## config.mk

```make
export PLATFORM = sky130hd
export DESIGN_NAME = resp_ring_writer
export DESIGN_NICKNAME = d
export VERILOG_FILES = /design/src/rtl/resp_ring_pkg.sv /design/src/rtl/resp_ring_ctl.sv /design/src/rtl/resp_ring_dp.sv /design/src/rtl/resp_ring_writer.sv
export SDC_FILE = /design/constraint.sdc
export NUM_CORES = 1
export LEC_CHECK = 0
export BUFFER_PORTS_ARGS = -buffer_cell sky130_fd_sc_hd__buf_2
export CAP_MARGIN = 20
export CORE_MARGIN = 2
export CORE_UTILIZATION = 25
export CTS_BUF_LIST = sky130_fd_sc_hd__clkbuf_16
export CTS_CLUSTER_SIZE = 16
export DETAILED_ROUTE_END_ITERATION = 8
export SYNTH_ARGS = -nofsm -noshare
export SYNTH_HDL_FRONTEND = slang
export SYNTH_SLANG_ARGS = --single-unit
```

## constraint.sdc

```tcl
create_clock -name clk -period 3.64 [get_ports clk]
set_input_delay 0.182 -clock clk [delete_from_list [all_inputs] [get_ports clk]]
set_output_delay 0.182 -clock clk [all_outputs]
set_load 0.01 [all_outputs]
```

## src/rtl/resp_ring_pkg.sv

```systemverilog
package resp_ring_pkg;
  // Control-to-datapath strobes
  typedef struct packed {
    logic loadEntry;   // capture a response as a ring entry
    logic captureImm;  // route response to the immediate register
    logic wordExt;     // second word of the entry is on the bus
    logic advance;     // both words done, commit pointer/counter
  } ctlStrobes_t;

  typedef enum logic [1:0] {
    ST_IDLE = 2'd0,
    ST_DATA = 2'd1,
    ST_EXT  = 2'd2
  } ctlState_t;
endpackage

```

## src/rtl/resp_ring_ctl.sv

```systemverilog
module resp_ring_ctl
  import resp_ring_pkg::*;
(
  input  logic        clk,
  input  logic        rstN,
  input  logic        rspValid,
  input  logic        dmaEn,
  input  logic        immBusy,
  input  logic        memAck,
  output logic        rspReady,
  output logic        memReq,
  output ctlStrobes_t strb
);
  ctlState_t state, stateNext;
  logic accept;

  always_comb begin
    rspReady        = (state == ST_IDLE);
    accept          = rspValid && rspReady;
    memReq          = (state != ST_IDLE);
    strb.captureImm = accept && immBusy;
    strb.loadEntry  = accept && !immBusy && dmaEn;
    strb.wordExt    = (state == ST_EXT);
    strb.advance    = (state == ST_EXT) && memAck;
    stateNext       = state;
    case (state)
      ST_IDLE: if (strb.loadEntry) stateNext = ST_DATA;
      ST_DATA: if (memAck) stateNext = ST_EXT;
      ST_EXT:  if (memAck) stateNext = ST_IDLE;
      default: stateNext = ST_IDLE;
    endcase
  end

  always_ff @(posedge clk) begin
    if (!rstN) state <= ST_IDLE;
    else       state <= stateNext;
  end

  // a request is held until acknowledged, with the same word selected
  assert_req_held_R2: assert property (@(posedge clk) disable iff (!rstN)
    memReq && !memAck |=> memReq && $stable(strb.wordExt));
  // the extended word follows the data word without a gap
  assert_ext_follows_R2: assert property (@(posedge clk) disable iff (!rstN)
    memReq && !strb.wordExt && memAck |=> memReq && strb.wordExt);
  // no new response taken while an entry is in flight
  assert_stall_R2: assert property (@(posedge clk) disable iff (!rstN)
    memReq |-> !rspReady);
endmodule

```

## src/rtl/resp_ring_dp.sv

```systemverilog
module resp_ring_dp
  import resp_ring_pkg::*;
#(
  parameter int ADDR_W = 32,
  parameter int DATA_W = 32,
  parameter int PTR_W  = 8,
  parameter int CAD_W  = 4
) (
  input  logic              clk,
  input  logic              rstN,
  input  ctlStrobes_t       strb,
  input  logic [DATA_W-1:0] rspData,
  input  logic              rspUnsol,
  input  logic [CAD_W-1:0]  rspCodec,
  input  logic [ADDR_W-1:0] ringBase,
  input  logic [PTR_W-1:0]  cntThreshold,
  input  logic              irqEn,
  input  logic              cmdRingEmpty,
  input  logic              wpResetStrobe,
  input  logic              stsClearStrobe,
  input  logic              immBusySet,
  input  logic              immValidClr,
  output logic [ADDR_W-1:0] memAddr,
  output logic [DATA_W-1:0] memData,
  output logic [PTR_W-1:0]  wrPtr,
  output logic [PTR_W-1:0]  respCount,
  output logic              ringSts,
  output logic              fetchKick,
  output logic              immBusy,
  output logic              immValid,
  output logic [CAD_W-1:0]  immCodec,
  output logic [DATA_W-1:0] immResp
);
  localparam int ENTRY_SHIFT = 3;                  // 8-byte entries
  localparam int OFF_W       = PTR_W + ENTRY_SHIFT;
  localparam int EXT_PAD     = DATA_W - CAD_W - 1;

  logic [PTR_W-1:0]  entryIdx;
  logic [DATA_W-1:0] entryData;
  logic [DATA_W-1:0] entryExt;
  logic [ADDR_W-1:0] entryAddr;
  logic [PTR_W-1:0]  countBase, countNext;
  logic              stsClearHit, stsSetHit;

  always_comb begin
    entryAddr   = ringBase + {{(ADDR_W-OFF_W){1'b0}}, entryIdx, {ENTRY_SHIFT{1'b0}}};
    memAddr     = strb.wordExt ? entryAddr + ADDR_W'(4) : entryAddr;
    memData     = strb.wordExt ? entryExt : entryData;
    stsClearHit = stsClearStrobe && ringSts;
    countBase   = stsClearHit ? '0 : respCount;
    countNext   = countBase + {{(PTR_W-1){1'b0}}, strb.advance};
    stsSetHit   = strb.advance && irqEn &&
                  ((countNext == cntThreshold) || cmdRingEmpty);
  end

  // Entry capture
  always_ff @(posedge clk) begin
    if (!rstN) begin
      entryIdx  <= '0;
      entryData <= '0;
      entryExt  <= '0;
    end else if (strb.loadEntry) begin
      entryIdx  <= wrPtr + PTR_W'(1);
      entryData <= rspData;
      entryExt  <= {{EXT_PAD{1'b0}}, rspUnsol, rspCodec};
    end
  end

  // Pointer, counter, status and fetch restart
  always_ff @(posedge clk) begin
    if (!rstN) begin
      wrPtr     <= '0;
      respCount <= '0;
      ringSts   <= 1'b0;
      fetchKick <= 1'b0;
    end else begin
      if (wpResetStrobe)     wrPtr <= '0;
      else if (strb.advance) wrPtr <= entryIdx;
      respCount <= countNext;
      if (stsSetHit)           ringSts <= 1'b1;
      else if (stsClearStrobe) ringSts <= 1'b0;
      fetchKick <= stsClearHit;
    end
  end

  // Immediate response path
  always_ff @(posedge clk) begin
    if (!rstN) begin
      immBusy  <= 1'b0;
      immValid <= 1'b0;
      immCodec <= '0;
      immResp  <= '0;
    end else begin
      if (strb.captureImm) begin
        immBusy  <= 1'b0;
        immValid <= 1'b1;
        immCodec <= rspCodec;
        immResp  <= rspData;
      end else begin
        if (immBusySet)  immBusy  <= 1'b1;
        if (immValidClr) immValid <= 1'b0;
      end
    end
  end

  // committing an entry moves the pointer by exactly one
  assert_ptr_step_R1: assert property (@(posedge clk) disable iff (!rstN)
    strb.advance && !wpResetStrobe |=> wrPtr == $past(wrPtr) + PTR_W'(1));
  // pointer reset takes effect on the next cycle
  assert_ptr_reset_R8: assert property (@(posedge clk) disable iff (!rstN)
    wpResetStrobe |=> wrPtr == '0);
  // status stays set without a clear strobe
  assert_sticky_R7: assert property (@(posedge clk) disable iff (!rstN)
    ringSts && !stsClearStrobe |=> ringSts);
  // a kick only follows a clear of a set status
  assert_kick_cause_R9: assert property (@(posedge clk) disable iff (!rstN)
    $rose(fetchKick) |-> $past(ringSts) && $past(stsClearStrobe));
  // immediate capture leaves valid set and busy cleared
  assert_imm_capture_R4: assert property (@(posedge clk) disable iff (!rstN)
    strb.captureImm |=> immValid && !immBusy);
endmodule

```

## src/rtl/resp_ring_writer.sv

```systemverilog
module resp_ring_writer
  import resp_ring_pkg::*;
#(
  parameter int ADDR_W = 32,
  parameter int DATA_W = 32,
  parameter int PTR_W  = 8,
  parameter int CAD_W  = 4
) (
  input  logic              clk,
  input  logic              rstN,
  input  logic              rspValid,
  output logic              rspReady,
  input  logic [DATA_W-1:0] rspData,
  input  logic              rspUnsol,
  input  logic [CAD_W-1:0]  rspCodec,
  output logic              memReq,
  output logic [ADDR_W-1:0] memAddr,
  output logic [DATA_W-1:0] memData,
  input  logic              memAck,
  input  logic [ADDR_W-1:0] ringBase,
  input  logic [PTR_W-1:0]  cntThreshold,
  input  logic              dmaEn,
  input  logic              irqEn,
  input  logic              cmdRingEmpty,
  input  logic              wpResetStrobe,
  input  logic              stsClearStrobe,
  input  logic              immBusySet,
  input  logic              immValidClr,
  output logic [PTR_W-1:0]  wrPtr,
  output logic [PTR_W-1:0]  respCount,
  output logic              ringSts,
  output logic              irqReq,
  output logic              fetchKick,
  output logic              immBusy,
  output logic              immValid,
  output logic [CAD_W-1:0]  immCodec,
  output logic [DATA_W-1:0] immResp
);
  ctlStrobes_t strb;

  resp_ring_ctl u_ctl (
    .clk      (clk),
    .rstN     (rstN),
    .rspValid (rspValid),
    .dmaEn    (dmaEn),
    .immBusy  (immBusy),
    .memAck   (memAck),
    .rspReady (rspReady),
    .memReq   (memReq),
    .strb     (strb)
  );

  resp_ring_dp #(
    .ADDR_W (ADDR_W),
    .DATA_W (DATA_W),
    .PTR_W  (PTR_W),
    .CAD_W  (CAD_W)
  ) u_dp (
    .clk            (clk),
    .rstN           (rstN),
    .strb           (strb),
    .rspData        (rspData),
    .rspUnsol       (rspUnsol),
    .rspCodec       (rspCodec),
    .ringBase       (ringBase),
    .cntThreshold   (cntThreshold),
    .irqEn          (irqEn),
    .cmdRingEmpty   (cmdRingEmpty),
    .wpResetStrobe  (wpResetStrobe),
    .stsClearStrobe (stsClearStrobe),
    .immBusySet     (immBusySet),
    .immValidClr    (immValidClr),
    .memAddr        (memAddr),
    .memData        (memData),
    .wrPtr          (wrPtr),
    .respCount      (respCount),
    .ringSts        (ringSts),
    .fetchKick      (fetchKick),
    .immBusy        (immBusy),
    .immValid       (immValid),
    .immCodec       (immCodec),
    .immResp        (immResp)
  );

  assign irqReq = ringSts && irqEn;

  // with DMA off and no immediate pending, nothing reaches memory
  assert_drop_R3: assert property (@(posedge clk) disable iff (!rstN)
    rspValid && rspReady && !dmaEn && !immBusy |=> !memReq);
  // immediate responses never start a ring write
  assert_imm_no_ring_R4: assert property (@(posedge clk) disable iff (!rstN)
    rspValid && rspReady && immBusy |=> !memReq);
endmodule

```

==> impl_metrics.py, run 1 <==
metrics = {
    "global_route": {
        "overflow": 0,
        "grt_pass1_vias": 5458,
        "antenna_found_initial": 2,
        "grt_max_degree": 41,
        "grt_util_all_layers_pct": 14.1,
        "grt_pass1_wl_um": 28200,
    },
    "yosys": {
        "synth_edf_count": 0,
        "synth_top_area_share_pct": 34.9,
        "async_reset_ff_share_pct": 0,
        "avgSynthCellArea_um2": 7.89,
        "synth_largest_area_cell": "dfxtp_1",
        "synth_cells": 749,
        "yosysWarnings": 0,
        "synthTopCellsByArea": "dfxtp_1, nand2_1, a21boi_0",
        "ys_seq_area_share_pct": 34.9,
        "synthesis.nets": 850,
        "synth_seq_cells": 103,
        "synthFlopType": "dfxtp_1",
        "synth.distinct_cells": 62,
        "syn_area_um2": 5910,
    },
    "outcome": {
        "outcome": "completed",
    },
    "layout": {
        "seqCellArea_um2": 2060,
        "fillers": 2539,
        "syn_to_final_growth_pct": 32.6,
        "drive_gt1_share_pct": 29.0,
        "multiInputGateArea_um2": 3840,
        "nets": 1051,
        "fin_cells": 1275,
        "design_area_um2": 7840,
    },
    "setup_path": {
        "cp.arrival_ps": 3360,
        "r2r_slack_ps": 530,
        "start_kind": "flop",
        "worstSetupPathType": "flop to primary output",
        "cp.required_ps": 3460,
        "critPathMaxFanout": 5,
        "r2r-start": "u_ctl.state[1]",
        "r2r_end": "u_dp.ringSts",
        "r2r_cells": 12,
        "endpoint_kind": "primary output",
    },
    "power_and_ir_drop": {
        "clockPowerShare_pct": 36.8,
        "powerDensity_nw_per_um2": 349,
        "ir_drop_mv": 0.255,
        "pwr-share-seq_pct": 43.6,
        "switching_share_pct": 29.2,
        "p_sw_mw": 0.798,
        "internal-power_mw": 1.94,
        "power_mw": 2.74,
        "p_leak_nw": 3.33,
        "pwr-share-comb_pct": 19.5,
    },
    "min_path": {
        "whs_endpoint": "u_dp.entryData[12]",
        "hold_path_class": "input port to flop",
        "hold_start": "rspData[12]",
        "hold_path_depth": 3,
    },
    "placed_design": {
        "dpl-instance-area_um2": 7310,
        "place_hpwl_um": 13700,
        "dp_cells": 1252,
        "gp_congestion": 0.868,
        "port_buffers": 206,
    },
    "timing": {
        "rsz0062_at_grt": "yes",
        "min_period_ps": 3540,
        "finalCritPeriodShare_pct": 97.2,
        "drv_slew": 0,
        "worstMarginPinSlew_ps": 765,
        "skew_ps": 8.74,
        "max_freq_mhz": 283,
        "finalSetupViolCount": 0,
        "finalHoldViolations": 0,
        "timing.hold.ws_ps": 88.4,
        "relSlewSlack_pct": 49.0,
    },
    "floorplan": {
        "start_util_pct": 25.3,
        "core_area_um2": 23300,
        "ios": 211,
        "die_h_um": 158,
        "die_w_um": 158,
        "design.die.area_um2": 24900,
        "num_rows": 56,
    },
    "clock_network": {
        "clock_path_buffers": 2,
        "path_clk_slew_ps": 80,
        "cts_inserted_buffers": 9,
        "cts_tree": "built",
        "cts.sinks": 103,
        "htreeDepth": 3,
        "cts-root-buf": "clkbuf_16",
        "clk_latency_ps": 350,
    },
    "drt": {
        "firstDrtPassIters": 4,
        "drc_errors": 0,
        "avgViaCountPerCell": 4.59,
        "wl_per_cell_um": 14.3,
        "drt_first_iter_violations": 218,
        "drtAntennaViolNets": 0,
        "drt-total-wl_um": 18200,
        "num_vias": 5849,
    },
    "run": {
        "max_cap_viol_count": 0,
    },
}
==> final cells by class <==
| cell class | count | share of cell area [%] |
|---|---|---|
| Clock buffer | 9 | 2.87 |
| Multi-Input combinational cell | 602 | 49.0 |
| Inverter | 6 | 0.287 |
| Timing Repair Buffer | 228 | 15.4 |
| Tap cell | 319 | 5.09 |
| Clock inverter | 7 | 1.01 |
| Antenna cell | 1 | 0.0319 |
| Sequential cell | 103 | 26.3 |
==> kinds of logic (layout without fill, tap and decap cells) <==
kind of cell               count (synthesis)  count (layout)  synth area share, %
and+or+nand+nor                          371             371                 29.5
AOI/OAI and AO/OA                        153             153                 20.0
DFF                                      103             103                 34.9
xor gates and xnor gates                  62              62                 9.19
buffers and inverters                     44             250                 2.98
adders and majority gates                 13              13                 2.88
muxes                                      3               3                0.529
other                                      0               1                    0
==> placed cells by master, fill, tap and decap left out, types with 5 or more instances in the layout <==
cell,netlist,routed
o211a_1,9,9
xnor2_1,44,44
buf_2,3,206
and3_1,13,13
nor2_1,29,29
a21boi_0,76,76
and2_1,41,41
nand4_1,8,8
dfxtp_1,103,101
buf_4,2,21
nand2_1,216,215
nand2b_1,8,7
a21oi_1,16,15
nor2b_1,5,5
o21ai_0,8,8
nand3b_1,7,7
clkbuf_16,0,9
xor2_1,18,18
inv_1,5,5
nor3_1,10,7
ha_4,0,6
ha_1,12,5
nand3_1,15,15
==> synth_stat cells, types with 7 or more instances <==
| master | number |
|---|---|
| nand2_1 | 216 |
| dfxtp_1 | 103 |
| a21boi_0 | 76 |
| xnor2_1 | 44 |
| and2_1 | 41 |
| clkbuf_1 | 32 |
| nor2_1 | 29 |
| xor2_1 | 18 |
| a21oi_1 | 16 |
| nand3_1 | 15 |
| and3_1 | 13 |
| ha_1 | 12 |
| nor3_1 | 10 |
| o211a_1 | 9 |
| nand2b_1 | 8 |
| nand4_1 | 8 |
| o21ai_0 | 8 |
| nand3b_1 | 7 |
==> registers in the layout, indices dropped and copies added (netlist names) <==
signal          cells
u_dp.ringSts        1
u_dp.entryIdx       8
u_dp.entryData     32
u_dp.immResp       32
u_dp.entryExt       5
u_dp.fetchKick      1
u_dp.immValid       1
u_dp.immBusy        1
u_dp.immCodec       4
u_ctl.state         2
u_dp.respCount      8
u_dp.wrPtr          8
==> worst max path at each step <==
stage / from / endpoint / slack (ps) / cells after the start
2_1_floorplan: u_dp.entryIdx[0] / memAddr[31] / 420 / 10
3_3_place_gp: u_dp.entryIdx[0] / memAddr[31] / 250 / 11
3_5_place_dp: u_dp.entryIdx[0] / memAddr[31] / 190 / 11
4_1_cts: u_dp.entryIdx[0] / memAddr[31] / -40 / 11
5_1_grt: u_dp.entryIdx[0] / memAddr[28] / -60 / 12
6_report: u_dp.entryIdx[0] / memAddr[31] / 100 / 11
==> worst max-delay path: stages, from the launching register on <==
cell,delay (ps)
dfxtp_2,350
ha_4,140
fa_2,220
a211oi_4,80
or4_4,540
a211o_1,310
a221oi_4,410
o2111ai_4,200
nor4_4,260
and4b_1,250
xnor2_1,110
buf_2,140
==> through the flow <==
step | TNS (ps) | utilization [%] | worst slack (ps)
after floorplan | 0 | - | 425
after global placement | 0 | 31.3 | 251
after detailed placement | 0 | 31.3 | 195
after CTS | -96.4 | 32.9 | -43.0
after global routing | -137 | 33.6 | -55.4
final | 0 | 33.6 | 103
==> per-layer routing <==
layer  vias to the layer above  global-route usage [%]  wire length, um
met4                         4                    3.25              146
met5                         -                       0               29
met2                       186                    24.2             8550
met1                      2703                    17.0             7810
met3                        14                    4.85             1680
li1                       2942                       -                -
==> timing repair <==
action                     CTS  global route
gates cloned                 0             0
setup endpoints to repair    8            16
pin swaps                    6             5
setup buffers                3             2
gates resized for setup      8            22
hold buffers                 0             0
==> power groups by stage <==
stage	clock network, mW	logic, mW	registers (mW)
floorplan	0	0.290	1.22
global placement	0	0.508	1.22
detailed placement	0	0.510	1.22
CTS	1.04	0.517	1.19
global route	1.07	0.592	1.20
finish	1.01	0.535	1.19
(Power assumes the default switching activity.)
==> inputs of run 2 (changes only) <==
--- a/config.mk
+++ b/config.mk
@@ -12,6 +12,7 @@
 export CTS_BUF_LIST = sky130_fd_sc_hd__clkbuf_16
 export CTS_CLUSTER_SIZE = 16
 export DETAILED_ROUTE_END_ITERATION = 8
+export PLACE_DENSITY = 0.57
 export SYNTH_ARGS = -nofsm -noshare
 export SYNTH_HDL_FRONTEND = slang
 export SYNTH_SLANG_ARGS = --single-unit
==> impl_metrics.py, run 2 (synthesis results as in run 1) <==
metrics = {
    "timing": {
        "max_freq_mhz": 279,
        "min_period_ps": 3580,
        "finalSetupViolCount": 0,
        "worstMarginPinSlew_ps": 652,
        "relSlewSlack_pct": 56.5,
        "finalCritPeriodShare_pct": 98.3,
        "rsz0062_at_grt": "yes",
        "skew_ps": 12.2,
        "layout_setup_ws_ps": 61.5,
        "timing.hold.ws_ps": 89.1,
        "drv_slew": 0,
        "finalHoldViolations": 0,
    },
    "outcome": {
        "outcome": "completed",
    },
    "layout": {
        "reg.largest.list": "u_dp.entryData x32, u_dp.immResp x32",
        "final_common_cell": "nand2_1",
        "seqCellArea_um2": 2060,
        "drive_gt1_share_pct": 29.2,
        "nets": 1054,
        "syn_to_final_growth_pct": 32.7,
        "layout_common_cells": "nand2_1, buf_2, dfxtp_1",
        "multiInputGateArea_um2": 3870,
        "fin_cells": 1276,
        "antenna_cells": 0,
        "fillers": 2560,
    },
    "setup_path": {
        "crit_chain": "ha_4 -> fa_2 -> a211oi_4 -> or4_4 -> a211o_1 -> a221oi_4 -> o2111ai_4 -> buf_6 -> nor3_4 -> and3_4 -> xor2_1 -> buf_2",
        "r2r_cells": 13,
        "r2r-start": "u_ctl.state[1]",
        "r2r_end": "u_dp.ringSts",
        "cp.required_ps": 3460,
        "critPathMaxFanout": 4,
        "slowest_stage": "or4_4",
        "worstSetupPathType": "flop to primary output",
        "start_kind": "flop",
        "critPathMaxStageDelay_ps": 530,
        "cp_top_family": "compound AO/OA/AOI/OAI gates",
        "cp.arrival_ps": 3400,
        "path_buf_inv": 2,
        "r2r_slack_ps": 510,
        "endpoint_kind": "primary output",
    },
    "drt": {
        "num_vias": 5810,
        "avgViaCountPerCell": 4.55,
        "drt_first_iter_violations": 279,
        "drtAntennaViolNets": 0,
        "drc_errors": 0,
        "firstDrtPassIters": 4,
        "wl_per_cell_um": 14.2,
        "drt-total-wl_um": 18100,
    },
    "power_and_ir_drop": {
        "pwr-share-seq_pct": 45.6,
        "clockPowerShare_pct": 33.8,
        "switching_share_pct": 29.2,
        "p_leak_nw": 3.34,
        "powerDensity_nw_per_um2": 334,
        "p_sw_mw": 0.765,
        "internal-power_mw": 1.86,
        "ir_drop_mv": 0.224,
        "power_mw": 2.62,
        "pwr-share-comb_pct": 20.7,
    },
    "clock_network": {
        "clock_path_buffers": 2,
        "cts_tree": "built",
        "htreeDepth": 3,
        "cts_inserted_buffers": 9,
        "clk_latency_ps": 350,
        "cts.sinks": 103,
        "path_clk_slew_ps": 70,
        "cts-root-buf": "clkbuf_16",
    },
    "floorplan": {
        "design.die.area_um2": 24900,
        "num_rows": 56,
        "core_area_um2": 23300,
        "die_h_um": 158,
        "ios": 211,
        "start_util_pct": 25.3,
        "die_w_um": 158,
    },
    "global_route": {
        "grt_max_degree": 78,
        "overflow": 0,
        "grt_util_all_layers_pct": 14.3,
        "grt_pass1_wl_um": 28500,
        "antenna_found_initial": 4,
        "grt_pass1_vias": 5618,
    },
    "placed_design": {
        "dp_cells": 1252,
        "place_hpwl_um": 13800,
        "gp_congestion": 0.871,
        "place_ws_ps": 127,
        "port_buffers": 206,
    },
    "min_path": {
        "hold_path_class": "input port to flop",
        "hold_path_depth": 3,
        "whs_endpoint": "u_dp.immResp[24]",
        "hold_start": "rspData[24]",
    },
    "run": {
        "max_cap_viol_count": 0,
    },
}
[run 2: repair_timing]
action                                  4_1_cts  5_1_grt
hold buffers                                  0        0
buffers inserted                              5        4
endpoints found under the setup margin       11       14
endpoints found under the hold margin         0        0
gates resized for setup                      19       19
pin swaps                                     8       13
[run 2: worst max path at each step]
stage / end / start / depth (start not counted) / slack [ps]
floorplan: memAddr[31] / u_dp.entryIdx[0] / 10 / 420
global placement: memAddr[31] / u_dp.entryIdx[0] / 11 / 230
detailed placement: memAddr[31] / u_dp.entryIdx[0] / 11 / 130
CTS: memAddr[31] / u_dp.entryIdx[0] / 11 / -20
global route: memAddr[29] / u_dp.entryIdx[0] / 12 / -100
finish: memAddr[29] / u_dp.entryIdx[0] / 12 / 60
[run 2: worst min-delay path, delay by kind of cell]
family / cells / cell delay [ps]
buffers and inverters: 1 / 100
AOI/OAI and AO/OA: 1 / 60
and+or+nand+nor: 1 / 40
[run 2: area by class of cell]
cell class,instances,share of cell area [%]
well taps,319,5.09
clock buffers,9,2.87
clock inverters,6,0.463
flip-flops and latches,103,26.3
inverters,6,0.287
repair buffers,231,15.6
multi-input cells,602,49.4
[run 2: stage by stage]
| stage | instance area [um^2] | util (%) | setup TNS, ps |
|---|---|---|---|
| after CTS | 7710 | 33.1 | -28.0 |
| after floorplan | 5910 | - | 0 |
| after detailed placement | 7310 | 31.3 | 0 |
| final | 7840 | 33.6 | 0 |
| after global placement | 7310 | 31.3 | 0 |
| after global routing | 7840 | 33.6 | -238 |
[run 2: layer usage]
metal | track usage [%] | part of all wire (%) | vias up
li1 | - | - | 2947
met1 | 17.2 | 43 | 2659
met2 | 23.5 | 45 | 178
met3 | 5.50 | 10 | 20
met4 | 4.63 | 1.4 | 6
met5 | 0 | 0.24 | -
[run 2: power by group through the flow]
stage | clock network, mW | registers, mW | logic [mW]
global placement | 0 | 1.22 | 0.510
floorplan | 0 | 1.22 | 0.290
CTS | 0.914 | 1.19 | 0.532
detailed placement | 0 | 1.22 | 0.513
finish | 0.885 | 1.19 | 0.542
global route | 0.959 | 1.20 | 0.601
